<file path="src/rtl/dline_tune_pkg.sv">
package dline_tune_pkg;
  typedef enum logic [1:0] {
    ST_IDLE  = 2'd0,
    ST_WRITE = 2'd1,
    ST_WAIT  = 2'd2
  } tune_state_t;
endpackage

</file>
<file path="src/rtl/dline_span_enc.sv">
module dline_span_enc #(
  parameter int TAPS   = 12,
  parameter int SPAN_W = 4
) (
  input  logic [TAPS-1:0]   vec_i,
  output logic              pass_o,
  output logic [SPAN_W-1:0] span_o
);
  logic [TAPS-1:0] hit;

  // hit[i] marks bit i as the highest set bit
  genvar g;
  generate
    for (g = 0; g < TAPS; g++) begin : g_hit
      if (g == TAPS - 1) begin : g_top
        assign hit[g] = vec_i[g];
      end else begin : g_low
        assign hit[g] = vec_i[g] && (vec_i[TAPS-1:g+1] == '0);
      end
    end
  endgenerate

  always_comb begin
    span_o = '0;
    for (int i = 0; i < TAPS; i++) begin
      if (hit[i]) span_o = SPAN_W'(i + 1);
    end
  end

  // line spans a period: something sampled and the two last taps not both reached
  assign pass_o = (|vec_i) && !(&vec_i[TAPS-1 -: 2]);
endmodule

</file>
<file path="src/rtl/dline_wait_timer.sv">
module dline_wait_timer #(
  parameter int LIMIT = 64
) (
  input  logic clk,
  input  logic rst_n,
  input  logic run_i,
  output logic expired_o
);
  localparam int CNT_W = $clog2(LIMIT + 1);

  logic [CNT_W-1:0] cnt_q;

  always_ff @(posedge clk or negedge rst_n) begin
    if (!rst_n) begin
      cnt_q <= '0;
    end else if (!run_i) begin
      cnt_q <= '0;
    end else if (!expired_o) begin
      cnt_q <= cnt_q + CNT_W'(1);
    end
  end

  assign expired_o = run_i && (cnt_q == CNT_W'(LIMIT - 1));
endmodule

</file>
<file path="src/rtl/dline_seq_fsm.sv">
module dline_seq_fsm
  import dline_tune_pkg::*;
#(
  parameter int TAPS   = 12,
  parameter int UNIT_W = 7,
  parameter int SEL_W  = 4,
  parameter int SPAN_W = 4
) (
  input  logic              clk,
  input  logic              rst_n,
  input  logic              start_i,
  input  logic              fb_valid_i,
  input  logic              pass_i,
  input  logic [SPAN_W-1:0] span_i,
  input  logic              expired_i,
  output logic              waiting_o,
  output logic              sample_en_o,
  output logic [SEL_W-1:0]  tap_sel_o,
  output logic [UNIT_W-1:0] unit_code_o,
  output logic              unit_wr_o,
  output logic              busy_o,
  output logic              done_o,
  output logic              fail_o,
  output logic              timeout_o,
  output logic [SPAN_W-1:0] span_o
);
  localparam logic [UNIT_W-1:0] UNIT_MAX = {UNIT_W{1'b1}};
  localparam logic [SEL_W-1:0]  SEL_ALL  = SEL_W'(TAPS);

  tune_state_t      state_q;
  logic             sen_q, done_q, fail_q, tmo_q;
  logic [SEL_W-1:0] sel_q;
  logic [UNIT_W-1:0] unit_q;
  logic [SPAN_W-1:0] span_q;

  always_ff @(posedge clk or negedge rst_n) begin
    if (!rst_n) begin
      state_q <= ST_IDLE;
      sen_q   <= 1'b0;
      sel_q   <= '0;
      unit_q  <= '0;
      span_q  <= '0;
      done_q  <= 1'b0;
      fail_q  <= 1'b0;
      tmo_q   <= 1'b0;
    end else begin
      done_q <= 1'b0;
      fail_q <= 1'b0;
      case (state_q)
        ST_IDLE: begin
          if (start_i) begin
            sen_q   <= 1'b1;
            sel_q   <= SEL_ALL;
            unit_q  <= '0;
            state_q <= ST_WRITE;
          end
        end
        ST_WRITE: begin
          state_q <= ST_WAIT;
        end
        ST_WAIT: begin
          if (fb_valid_i) begin
            if (pass_i) begin
              done_q  <= 1'b1;
              span_q  <= span_i;
              tmo_q   <= 1'b0;
              state_q <= ST_IDLE;
            end else if (unit_q == UNIT_MAX) begin
              fail_q  <= 1'b1;
              span_q  <= '0;
              tmo_q   <= 1'b0;
              state_q <= ST_IDLE;
            end else begin
              unit_q  <= unit_q + UNIT_W'(1);
              state_q <= ST_WRITE;
            end
          end else if (expired_i) begin
            fail_q  <= 1'b1;
            span_q  <= '0;
            tmo_q   <= 1'b1;
            state_q <= ST_IDLE;
          end
        end
        default: state_q <= ST_IDLE;
      endcase
    end
  end

  assign waiting_o   = (state_q == ST_WAIT);
  assign unit_wr_o   = (state_q == ST_WRITE);
  assign busy_o      = (state_q != ST_IDLE);
  assign sample_en_o = sen_q;
  assign tap_sel_o   = sel_q;
  assign unit_code_o = unit_q;
  assign done_o      = done_q;
  assign fail_o      = fail_q;
  assign timeout_o   = tmo_q;
  assign span_o      = span_q;
endmodule

</file>
<file path="src/rtl/dline_autotune.sv">
module dline_autotune #(
  parameter int TAPS        = 12,
  parameter int UNIT_W      = 7,
  parameter int SEL_W       = 4,
  parameter int TIMEOUT_CYC = 64
) (
  input  logic                        clk,
  input  logic                        rst_n,
  input  logic                        start_i,
  input  logic                        feedback_valid_i,
  input  logic [TAPS-1:0]             feedback_i,
  output logic                        sample_en_o,
  output logic [SEL_W-1:0]            tap_sel_o,
  output logic [UNIT_W-1:0]           unit_code_o,
  output logic                        unit_wr_o,
  output logic                        busy_o,
  output logic                        done_o,
  output logic                        fail_o,
  output logic                        timeout_o,
  output logic [$clog2(TAPS+1)-1:0]   span_units_o
);
  localparam int SPAN_W = $clog2(TAPS + 1);

  logic              pass_w;
  logic [SPAN_W-1:0] span_w;
  logic              waiting_w;
  logic              expired_w;

  dline_span_enc #(.TAPS(TAPS), .SPAN_W(SPAN_W)) u_enc (
    .vec_i  (feedback_i),
    .pass_o (pass_w),
    .span_o (span_w)
  );

  dline_wait_timer #(.LIMIT(TIMEOUT_CYC)) u_timer (
    .clk       (clk),
    .rst_n     (rst_n),
    .run_i     (waiting_w),
    .expired_o (expired_w)
  );

  dline_seq_fsm #(
    .TAPS(TAPS), .UNIT_W(UNIT_W), .SEL_W(SEL_W), .SPAN_W(SPAN_W)
  ) u_fsm (
    .clk         (clk),
    .rst_n       (rst_n),
    .start_i     (start_i),
    .fb_valid_i  (feedback_valid_i),
    .pass_i      (pass_w),
    .span_i      (span_w),
    .expired_i   (expired_w),
    .waiting_o   (waiting_w),
    .sample_en_o (sample_en_o),
    .tap_sel_o   (tap_sel_o),
    .unit_code_o (unit_code_o),
    .unit_wr_o   (unit_wr_o),
    .busy_o      (busy_o),
    .done_o      (done_o),
    .fail_o      (fail_o),
    .timeout_o   (timeout_o),
    .span_o      (span_units_o)
  );
endmodule

</file>
<file path="config.mk">
export PLATFORM = sky130hd
export DESIGN_NAME = dline_autotune
export DESIGN_NICKNAME = d
export VERILOG_FILES = /design/src/rtl/dline_tune_pkg.sv /design/src/rtl/dline_span_enc.sv /design/src/rtl/dline_wait_timer.sv /design/src/rtl/dline_seq_fsm.sv /design/src/rtl/dline_autotune.sv
export SDC_FILE = /design/constraint.sdc
export NUM_CORES = 1
export LEC_CHECK = 0
export ABC_CLOCK_PERIOD_IN_PS = 1900
export BUFFER_PORTS_ARGS = -buffer_cell sky130_fd_sc_hd__buf_2
export CAP_MARGIN = 0
export CELL_PAD_IN_SITES_DETAIL_PLACEMENT = 1
export CELL_PAD_IN_SITES_GLOBAL_PLACEMENT = 1
export CORE_ASPECT_RATIO = 1.5
export CORE_MARGIN = 2
export CORE_UTILIZATION = 38
export DETAILED_ROUTE_END_ITERATION = 10
export PLACE_DENSITY = 0.82
export SLEW_MARGIN = 0
export SYNTH_ARGS = -nofsm -noshare
export SYNTH_HDL_FRONTEND = slang
export SYNTH_SLANG_ARGS = --single-unit
export TNS_END_PERCENT = 1
</file>
<file path="constraint.sdc">
create_clock -name clk -period 1.9 [get_ports clk]
set_input_delay 0.38 -clock clk [delete_from_list [all_inputs] [get_ports clk]]
set_output_delay 0.38 -clock clk [all_outputs]
set_load 0.03 [all_outputs]
</file>
# Word level (Yosys, flattened, before mapping)
# Cells that the tools add are included.
# word_totals
register_bits	25
# classes
addsub	2
n_eq_ne	11
bitwise_logic	1
mux	41
reduce_logical	34
# op_table
operator	count
$mux 7	6
$mux 4	9
$add 7x1->7 const B	2
$mux 1	14
$pmux 7 s2	1
$logic_and 1x1->1	13
$mux 2	6
$mux 3	4
$reduce_or 12->1	1
$logic_not 11->1	1
$logic_not 10->1	1
$ne 2x2->1 const B	5
$logic_not 9->1	1
$logic_not 8->1	1
$eq 7x6->1 const B	1
$eq 7x7->1 const B	1
$logic_not 7->1	1
$logic_not 6->1	1
$pmux 2 s3	1
$reduce_and 2->1	3
$reduce_bool 2->1	3
$logic_not 5->1	1
$reduce_and 5->1	1
$logic_not 2->1	2
other kinds (9)	9

# Logic depth before layout (Yosys ltp)
# Gate-level depths: netlist (run 1).
# logic_depth
word_depth	16
mapped_depth	7

# Modules after synthesis
# Synthesis (run 1) repeated with hierarchy kept, for this count alone.
# unflattened
hier_cells	149
hier_area_um2	1368.8
# by_module_without_submodules
module	cells_per_inst	seq_area_each_um2	n_inst	area_each_um2
dline_seq_fsm	90	425.4	1	852.1
dline_wait_timer	37	175.2	1	365.4
dline_span_enc	22	0.0	1	151.4

# Least setup slack after synthesis (run 1)
# No wires, ideal clock.
# synth_path
path_type	input -> register
from	input port feedback_i[8]
to	register u_fsm.span_q[2] (netlist: u_fsm.span_o[2])
slack_ps	28
required_time_ps	1822
cell_stages	5
setup_ps	78
n_path_buf	0
arrival_time_ps	1794
cell_sequence	or4_4 -> nor4_4 -> or3_4 -> a21boi_4 -> o2bb2ai_1
# synth_between
elab_chain_len	13
elab_cells_between_ends	26
classes_between	eq/ne: 1; mux: 11; reduce/logical: 14
# synth_rtl
item	line_no	source
from (decl)	dline_autotune.sv:11	input logic [TAPS-1:0] feedback_i,
$logic_not 8->1	dline_span_enc.sv:18	assign hit[g] = vec_i[g] && (vec_i[TAPS-1:g+1] == '0);
$logic_and 1x1->1	dline_span_enc.sv:18	
$mux 3 (4 in a row)	dline_span_enc.sv:26	if (hit[i]) span_o = SPAN_W'(i + 1);
$mux 4 (5 in a row)	dline_span_enc.sv:26	
$mux 4	dline_seq_fsm.sv:63	if (pass_i) begin
$mux 4	dline_seq_fsm.sv:62	if (fb_valid_i) begin
to (signal assigned)	dline_seq_fsm.sv:65	span_q <= span_i;
to (decl)	dline_seq_fsm.sv:34	logic [SPAN_W-1:0] span_q;
# Several ways; a longest one is shown, not always the timed one.
# A chain may end at the register's enable or synchronous reset.

# Worst setup path after layout (run 1)
# layout_path
from	register u_fsm.unit_q[0] (netlist: u_fsm.unit_code_o[0])
to	register u_fsm.span_q[1] (netlist: u_fsm.span_o[1])
# layout_between
elab_chain_len	3
# layout_rtl
item	line_no	source
from (decl)	dline_seq_fsm.sv:33	logic [UNIT_W-1:0] unit_q;
from (signal assigned)	dline_seq_fsm.sv:74	unit_q <= unit_q + UNIT_W'(1);
$eq 7x7->1	dline_seq_fsm.sv:68	end else if (unit_q == UNIT_MAX) begin
$ne 3x1->1 (no source line)	-	
$reduce_and 3->1 (no source line)	-	
# Every way passes these cells.

==> results.toml, run 1 <==
[setup_path]
cp_slowest_cell = "dfrtp_1"
rrSetupSlack_ns = 0.08
required_ns = 2.06
cp-startpoint = "u_fsm.unit_code_o[0]"
cpPeakStageDelay_ns = 0.45
cp-end-kind = "flip-flop"
r2r-end = "u_fsm.span_o[1]"
path_cells = "ha_1 -> and3_1 -> nand3_1 -> mux2i_1 -> a21boi_4 -> o2bb2ai_1"
cp.depth = 6
cp_max_fo = 6
critPathBufInv = 0
cp.arrival_ns = 1.98
cp-endpoint = "u_fsm.span_o[1]"
path_delay_family = "simple AND/OR/NAND/NOR gates"
ff2ff_path_depth = 6
rr_startpoint = "u_fsm.unit_code_o[0]"
cp-start-kind = "flip-flop"
path_class = "flip-flop to flip-flop"

[logic_synthesis]
ys_ff_latch = 24
async_flop_share_pct = 100
ys_seq_area_share_pct = 46.5
yosys_most_used_dff = "dfrtp_1"
yosys.area.top_type = "dfrtp_1"
avgSynthCellArea_um2 = 10.2
yosysTopAreaCellShare_pct = 46.5
syn_inst = 127
yosys_warnings = 0
synth_area_um2 = 1290
synthTopCellsByArea = "dfrtp_1, nor2_1, xor2_1"
synth_edf_count = 0
synth.distinct_cells = 42

[placement]
pre_cts_slack_ns = -0.236
gp_congestion = 0.824
dp_cells = 207
io_buffer_count = 34
hpwl_um = 2670

[power_and_ir_drop]
vdd_drop_max_mv = 0.613
p_seq_share_pct = 39.1
swShare_pct = 36.2
p_comb_share_pct = 34.2
powerDensity_nw_per_um2 = 1040
total_power_mw = 1.71
intPower_mw = 1.09
clockPowerShare_pct = 26.7
p_leak_nw = 0.826
p_switching_mw = 0.619

[timing]
fmax_ghz = 0.550
timing.hold.ws_ns = 0.0834
skew_ns = 0.00422
setup_viol = 0
worst_pin_slew_ns = 0.552
fin_crit_ns = 1.82
setup_ws_ns = 0.0814
tns_ns = 0
grt_setup_unrepaired = "yes"
hold_violations = 0
relSlewSlack_pct = 63.2
drv_slew = 0
fin_crit_sh_pct = 95.7

[layout]
multi_input_area_um2 = 639
num_antenna_cells = 0
nFillCells = 400
seq_area_um2 = 601
fin_cells = 211
layout.nets = 190
layout-drive-gt1-share_pct = 38.0
area_growth_pct = 26.6

[detailed_routing]
m1WireLength_um = 1420
viasPerCell = 5.54
drtAntennaViolNets = 0
route.met3.wl_um = 113
vias = 1168
route.top_layer_used = "met4"
first_pass_iters = 4
drc = 0
dr_wl_met2_um = 2050
drt-initial-drc-count = 21
drt_wl_total_um = 3690
wire_per_inst_um = 17.5

[floorplan]
die_w_um = 51.6
dieArea_um2 = 3890
start_util_pct = 40.5
num_rows = 25
core_um2 = 3190
io_pins = 37
die_h_um = 75.4

[clock_tree]
numCtsBuffers = 3
ctsHoldBuffers = 0
cts.htree.levels = 1
clock_sinks = 24
clkSlewWorstSetupHoldPaths_ns = 0.09
cts-root-buf = "clkbuf_8"
cts_tree = "yes"
cts_setup_buffers = 0
clock_path_buffers = 2
clkLatencyLatePin_ns = 0.27

[global_routing]
antenna_found_initial = 0
grt_max_degree = 25
overflow = 0
grt_pass1_wl_um = 5870
grtUsageTotal_pct = 20.8
grt_pass1_vias = 1228

[status]
outcome = "complete, no violations"

[min_path]
hp-class = "primary input to async pin"

[flow_run]
cap_viol_max_count = 0
-- synth_stat cells (3+ instances only) --
cell type,n
dfrtp_1,24
nor2_1,18
a21oi_1,6
inv_1,6
a31oi_1,5
xor2_1,5
and3_1,4
buf_4,4
mux2i_1,4
o21ai_0,4
o2bb2ai_1,4
nor2b_1,3
nor3_1,3
or2_2,3
-- layout make-up --
cell class                 count  share of cell area, %
inverter                       6                   1.38
multi-input combinational     92                   39.1
clock inverter                 1                   1.83
tap                           40                   3.06
clock buffer                   3                   2.52
sequential                    24                   36.7
timing repair buffer          45                   15.4
-- registers in the layout (all words and copies together) (netlist names) --
name / cells
u_fsm.unit_code_o: 7
u_fsm.fail_o: 1
u_fsm.done_o: 1
u_timer.cnt_q: 7
u_fsm.span_o: 4
u_fsm.timeout_o: 1
u_fsm.sample_en_o: 1
u_fsm.state_q: 2
-- cells in the final DEF (no fill, tap or decap), types with 2 or more instances in the layout --
cell type and instances:
o2bb2ai_1 4, or3_2 2, o211ai_1 2, xor2_1 5, nand2_1 2, nor2b_1 3, a21oi_1 6, mux2i_1 4
a31oi_1 4, ha_1 2, or2_2 3, nor2_1 18, dfrtp_1 24, clkbuf_8 3, buf_2 34, inv_1 6
and3_1 4, nand3_1 2, buf_4 11, conb_1 2, or4_4 2, nor3_1 3, o21ai_0 3
-- metrics by stage --
stage / area (um^2) / utilization (%)
CTS: 1620 / 50.9
global placement: 1550 / 48.7
finish: 1640 / 51.3
global route: 1640 / 51.3
detailed placement: 1550 / 48.7
floorplan: 1300 / -
-- worst min path at each step --
stage,from,endpoint,slack (ns)
6_report,rst_n,u_fsm.unit_code_o[6],0.08
3_5_place_dp,rst_n,u_fsm.unit_code_o[1],0.40
4_1_cts,rst_n,u_fsm.state_q[0],0.09
5_1_grt,rst_n,u_timer.cnt_q[1],0.12
2_1_floorplan,rst_n,u_fsm.done_o,0.08
3_3_place_gp,rst_n,u_fsm.state_q[0],0.38
-- worst register-to-register path: stages, from the launching register on --
cell and delay (ns):
dfrtp_1 0.45, ha_1 0.21, and3_1 0.33, nand3_1 0.16, mux2i_1 0.30, a21boi_4 0.11, o2bb2ai_1 0.14
-- power groups by stage --
stage / Clock [mW] / Combinational (mW) / Sequential [mW]
final: 0.456 / 0.585 / 0.669
after global routing: 0.485 / 0.634 / 0.680
after CTS: 0.465 / 0.592 / 0.668
after detailed placement: 0 / 0.583 / 0.674
after global placement: 0 / 0.561 / 0.667
after floorplan: 0 / 0.275 / 0.772
-- metal layers --
layer / GRT usage, % / vias up
li1: - / 538
met1: 22.6 / 594
met2: 38.6 / 28
met4: 11.1 / 0
met5: 0 / -
met3: 3.14 / 8
-- timing repair --
item	CTS	global route
resized for setup	0	3
hold endpoints to repair	0	0
endpoints found under the setup margin	0	4
-- logic make-up after synthesis --
group,Yosys count,synth area share [%]
other cells,1,0.290
mux,4,3.10
flops,24,46.5
simple gates,48,22.0
buf+inv,12,5.32
fa+ha+maj,2,1.94
compound gates,30,16.8
xor+xnor,6,4.07
Power figures use the tool's default switching activity.
==> run 2: changes to the inputs <==
--- a/config.mk
+++ b/config.mk
@@ -5,6 +5,7 @@
 export SDC_FILE = /design/constraint.sdc
 export NUM_CORES = 1
 export LEC_CHECK = 0
+export ABC_AREA = 1
 export ABC_CLOCK_PERIOD_IN_PS = 1900
 export BUFFER_PORTS_ARGS = -buffer_cell sky130_fd_sc_hd__buf_2
 export CAP_MARGIN = 0
@@ -14,9 +15,10 @@
 export CORE_MARGIN = 2
 export CORE_UTILIZATION = 38
 export DETAILED_ROUTE_END_ITERATION = 10
-export PLACE_DENSITY = 0.82
+export PLACE_DENSITY = 0.84
 export SLEW_MARGIN = 0
 export SYNTH_ARGS = -nofsm -noshare
 export SYNTH_HDL_FRONTEND = slang
+export SYNTH_HIERARCHICAL = 1
 export SYNTH_SLANG_ARGS = --single-unit
 export TNS_END_PERCENT = 1
==> run 2 against run 1 <==
Net effect:
- clock skew down 0.0028 ns
- synthesized cell count up 59%
- sequential power up 3.4%
- sequential share of layout area down 3.4 points
- clock-buffer cell count unchanged
- total power down 3.7%
- register-to-register slack better by 0.08 ns
- critical path type unchanged
- largest cell class unchanged
- largest power group unchanged
- highest routed layer unchanged
==> results.toml, run 2 <==
[logic_synthesis]
yosys.area.top_type = "dfrtp_1"
yosys_most_used_dff = "dfrtp_1"
synth_area_um2 = 1550
synth.most_common_cell = "nand2_1"
yosys_warnings = 6
async_flop_share_pct = 100
synthTopCellsByCount = "nand2_1, nand3_1, dfrtp_1, nor2_1, inv_1"
avgSynthCellArea_um2 = 7.66
yosysTopAreaCellShare_pct = 38.8
ys_seq_area_share_pct = 38.8
synthTopCellsByArea = "dfrtp_1, nand2_1, nand3_1"
synth_edf_count = 0
ys_ff_latch = 24
synth.distinct_cells = 29
syn_inst = 202

[detailed_routing]
vias = 1414
drt_wl_total_um = 3710
viasPerCell = 5.01
first_pass_iters = 4
drt-initial-drc-count = 24
drc = 0
drtAntennaViolNets = 0
wire_per_inst_um = 13.1

[status]
outcome = "complete, no violations"

[floorplan]
die_w_um = 56.1
io_pins = 37
core_um2 = 3920
num_rows = 28
dieArea_um2 = 4610
start_util_pct = 39.4
die_h_um = 82.2

[setup_path]
cp-endpoint = "u_fsm/timeout_o"
cp_max_fo = 10
rrSetupSlack_ns = 0.16
required_ns = 2.06
rr_startpoint = "u_timer/cnt_q[0]"
cp-start-kind = "flip-flop"
r2r-end = "u_fsm/timeout_o"
ff2ff_path_depth = 10
cp.arrival_ns = 1.90
path_class = "flip-flop to flip-flop"
cp-end-kind = "flip-flop"
cp-startpoint = "u_timer/cnt_q[0]"

[timing]
relSlewSlack_pct = 64.8
grt_setup_unrepaired = "no"
fmax_ghz = 0.574
setup_viol = 0
worst_pin_slew_ns = 0.529
tns_ns = 0
fin_crit_ns = 1.74
drv_slew = 0
skew_ns = 0.00137
hold_violations = 0
fin_crit_sh_pct = 91.7

[clock_tree]
clock_sinks = 24
numCtsBuffers = 3
ctsHoldBuffers = 0
clkLatencyLatePin_ns = 0.26
clkSlewWorstSetupHoldPaths_ns = 0.08
cts-root-buf = "clkbuf_8"
clock_path_buffers = 2
cts_tree = "yes"
cts.htree.levels = 1

[layout]
layout.nets = 257
num_antenna_cells = 0
nFillCells = 530
layout-drive-gt1-share_pct = 32.1
final_cell_mix = "nand2_1, buf_2, nand3_1, dfrtp_1, nor2_1"
fin_cells = 282
final_common_cell = "nand2_1"
area_growth_pct = 16.7

[global_routing]
grt_pass1_vias = 1446
antenna_found_initial = 0
grtUsageTotal_pct = 17.4
grt_pass1_wl_um = 6300
grt_max_degree = 25
overflow = 0

[min_path]
hp-class = "primary input to async pin"

[flow_run]
cap_viol_max_count = 0

[placement]
hpwl_um = 2960
dp_cells = 278
gp_congestion = 0.869
io_buffer_count = 34

[power_and_ir_drop]
vdd_drop_max_mv = 0.491
p_leak_nw = 0.944
powerDensity_nw_per_um2 = 912
[run 2: how the worst min path moves through the flow]
stage | from | endpoint | slack, ns | depth (start not counted)
final | rst_n | u_timer/cnt_q[6] | 0.09 | 1
after global routing | rst_n | u_timer/cnt_q[6] | 0.12 | 1
after CTS | rst_n | u_timer/cnt_q[6] | 0.11 | 1
after detailed placement | rst_n | u_timer/cnt_q[6] | 0.40 | 1
after global placement | rst_n | u_timer/cnt_q[6] | 0.39 | 1
after floorplan | rst_n | u_fsm/done_o | 0.08 | 0
[run 2: critical path: stages (launching register included)]
cell	delay, ns
dfrtp_2	0.42
ha_2	0.23
nand3_4	0.11
nor3_4	0.18
nand2_2	0.12
inv_1	0.07
nor2_1	0.06
nor2_2	0.19
nand2_4	0.12
nand2_1	0.09
o21ai_2	0.05
[run 2: per-layer routing]
layer  part of all wire, %  vias up  wire [um]  track usage, %
li1                      -      711          -               -
met1                    38      676       1400            18.3
met2                    58       23       2140            35.1
met3                   2.8        4        102            2.18
met4                   1.6        0         59            6.43
met5                     0        -          0               0
[run 2: repair_timing]
action | CTS | global route
setup buffers | 0 | 1
resized for setup | 0 | 2
endpoints found under the setup margin | 0 | 5
endpoints found under the hold margin | 0 | 0
[run 2: metrics by stage]
step / util (%) / hold slack (ns) / worst slack, ns / cell area, um^2 / total power [mW]
final: 46.0 / 0.0863 / 0.157 / 1810 / 1.65
after global routing: 46.0 / 0.117 / 0.00333 / 1810 / 1.76
after CTS: 45.7 / 0.110 / 0.0689 / 1790 / 1.66
after global placement: 44.7 / 0.393 / 0.110 / 1750 / 1.35
after detailed placement: 44.7 / 0.398 / 0.0939 / 1750 / 1.36
after floorplan: - / 0.0844 / 0.300 / 1550 / 1.15
[run 2: cell families (layout without fill, tap and decap cells)]
group / after synthesis / in the layout / synth area share (%)
compound gates: 12 / 12 / 5.74
xor+xnor: 2 / 2 / 1.13
fa+ha+maj: 2 / 2 / 1.62
buf+inv: 26 / 60 / 7.44
flops: 24 / 24 / 38.8
other cells: 1 / 2 / 0.242
simple gates: 135 / 135 / 45.0
[run 2: cell type report]
| cell class | count | area, um^2 | share of cell area, % |
|---|---|---|---|
| Inverter | 20 | 75.1 | 4.16 |
| Sequential cell | 24 | 602 | 33.3 |
| Tap cell | 45 | 56.3 | 3.12 |
| Clock buffer | 3 | 41.3 | 2.29 |
| Multi-Input combinational cell | 153 | 838 | 46.4 |
| Timing Repair Buffer | 37 | 193 | 10.7 |
[run 2: power breakdown]
part           total (mW)  internal [mW]  switching (mW)
combinational       0.661          0.193           0.467
sequential          0.692          0.606          0.0866
clock               0.294          0.142           0.152
total                1.65          0.940           0.706
==> run 3: changes to the inputs <==
--- a/config.mk
+++ b/config.mk
@@ -7,7 +7,7 @@
 export LEC_CHECK = 0
 export ABC_AREA = 1
 export ABC_CLOCK_PERIOD_IN_PS = 1900
-export BUFFER_PORTS_ARGS = -buffer_cell sky130_fd_sc_hd__buf_2
+export BUFFER_PORTS_ARGS = -buffer_cell sky130_fd_sc_hd__buf_4
 export CAP_MARGIN = 0
 export CELL_PAD_IN_SITES_DETAIL_PLACEMENT = 1
 export CELL_PAD_IN_SITES_GLOBAL_PLACEMENT = 1
==> run 3 against run 2 <==
Net effect:
- routed wire length is 3.1% higher
- critical path type unchanged
- clock skew increased by 0.0021 ns
- maximum frequency down 2.0%
- sequential power rose by 1%
- non-clock buffer count grew 2
==> results.toml, run 3 (same netlist as run 2, synthesis figures left out) <==
[placement]
hpwl_um = 3100
gp_congestion = 0.815
dp_cells = 278
io_buffer_count = 34
pre_cts_slack_ns = 0.0582

[timing]
setup_viol = 0
hold_violations = 0
fmax_ghz = 0.562
setup_ws_ns = 0.122
fin_crit_ns = 1.78
tns_ns = 0
fin_crit_sh_pct = 93.6
grt_setup_unrepaired = "no"
skew_ns = 0.00350
drv_slew = 0

[floorplan]
die_h_um = 82.2
io_pins = 37
die_w_um = 56.1
core_um2 = 3920
start_util_pct = 39.4
dieArea_um2 = 4610
num_rows = 28

[detailed_routing]
wire_per_inst_um = 13.4
viasPerCell = 5.02
vias = 1430
drc = 0
drt-initial-drc-count = 22
drtAntennaViolNets = 0
drt_wl_total_um = 3820
first_pass_iters = 4

[setup_path]
cp_max_fo = 10
rrSetupSlack_ns = 0.12
cp-start-kind = "flip-flop"
required_ns = 2.06
path_class = "flip-flop to flip-flop"
cp-end-kind = "flip-flop"
cp.arrival_ns = 1.94

[layout]
nFillCells = 526
num_antenna_cells = 0
layout.nets = 259
fin_cells = 285
final_common_cell = "nand2_1"
layout-drive-gt1-share_pct = 32.5
area_growth_pct = 24.2
final_cell_mix = "nand2_1, buf_4, nand3_1, dfrtp_1, nor2_1"

[clock_tree]
clock_path_buffers = 2
clock_sinks = 24
numCtsBuffers = 3
clkSlewWorstSetupHoldPaths_ns = 0.08
cts.htree.levels = 1
cts_tree = "yes"
cts-root-buf = "clkbuf_8"
clkLatencyLatePin_ns = 0.26

[min_path]
hp-class = "primary input to flip-flop"

[flow_run]
cap_viol_max_count = 0

[global_routing]
overflow = 0
grt_pass1_wl_um = 6500
antenna_found_initial = 0
grt_pass1_vias = 1466
grt_max_degree = 25
grtUsageTotal_pct = 17.9

[power_and_ir_drop]
p_leak_nw = 0.981
total_power_mw = 1.76
powerDensity_nw_per_um2 = 917
vdd_drop_max_mv = 0.709

[status]
outcome = "complete, no violations"
run 3: stage by stage:
stage               area [um^2]  util (%)  hold WS (ns)
global route               1920      49.0         0.343
detailed placement         1840      46.8         0.303
finish                     1920      49.0         0.353
floorplan                  1550         -        0.0844
CTS                        1890      48.2       0.00864
global placement           1840      46.8         0.295
run 3: layer usage:
metal	wire length, um	track usage, %	vias up
met1	1440	18.3	676
li1	-	-	724
met3	105	2.18	4
met2	2220	36.5	26
met4	57	7.14	0
met5	0	0	-
run 3: final timing paths:
| check | to | cells after the start | start |
|---|---|---|---|
| max | u_fsm/span_o[0] | 10 | u_timer/cnt_q[0] |
| min | u_fsm/timeout_o | 2 | feedback_valid_i |
| max reg2reg | u_fsm/span_o[0] | 10 | u_timer/cnt_q[0] |
| min reg2reg | u_fsm/span_o[2] | 2 | u_fsm/span_o[2] |
| max in group asynchronous | u_timer/cnt_q[0] | 2 | rst_n |
| min in group asynchronous | u_timer/cnt_q[1] | 2 | rst_n |
run 3: area by class of cell:
class	instances	area [um^2]	share of cell area (%)
Sequential cell	24	602	31.3
Clock buffer	4	55.1	2.86
Multi-Input combinational cell	153	838	43.6
Timing Repair Buffer	39	295	15.4
Tap cell	45	56.3	2.93
Inverter	20	75.1	3.91
run 3: what timing repair did:
action	in CTS	in global routing
buffers inserted	0	2
setup endpoints to repair	0	5
resized for setup	0	2
hold buffers	0	1
hold endpoints to repair	0	2
run 3: critical path, stage by stage (launching register included):
cell and delay [ns]:
dfrtp_2 0.42, ha_2 0.23, nand3_4 0.11, nor3_4 0.21, nand2_2 0.12, inv_1 0.07
nor2_1 0.06, nor2_2 0.17, nand2_4 0.12, nand2_1 0.10, o21ai_2 0.05
run 3: power breakdown:
| part | internal [mW] | switching, mW | leakage [nW] |
|---|---|---|---|
| clock network | 0.185 | 0.156 | 0.0288 |
| logic | 0.250 | 0.472 | 0.632 |
| registers | 0.606 | 0.0932 | 0.320 |
| total | 1.04 | 0.721 | 0.981 |
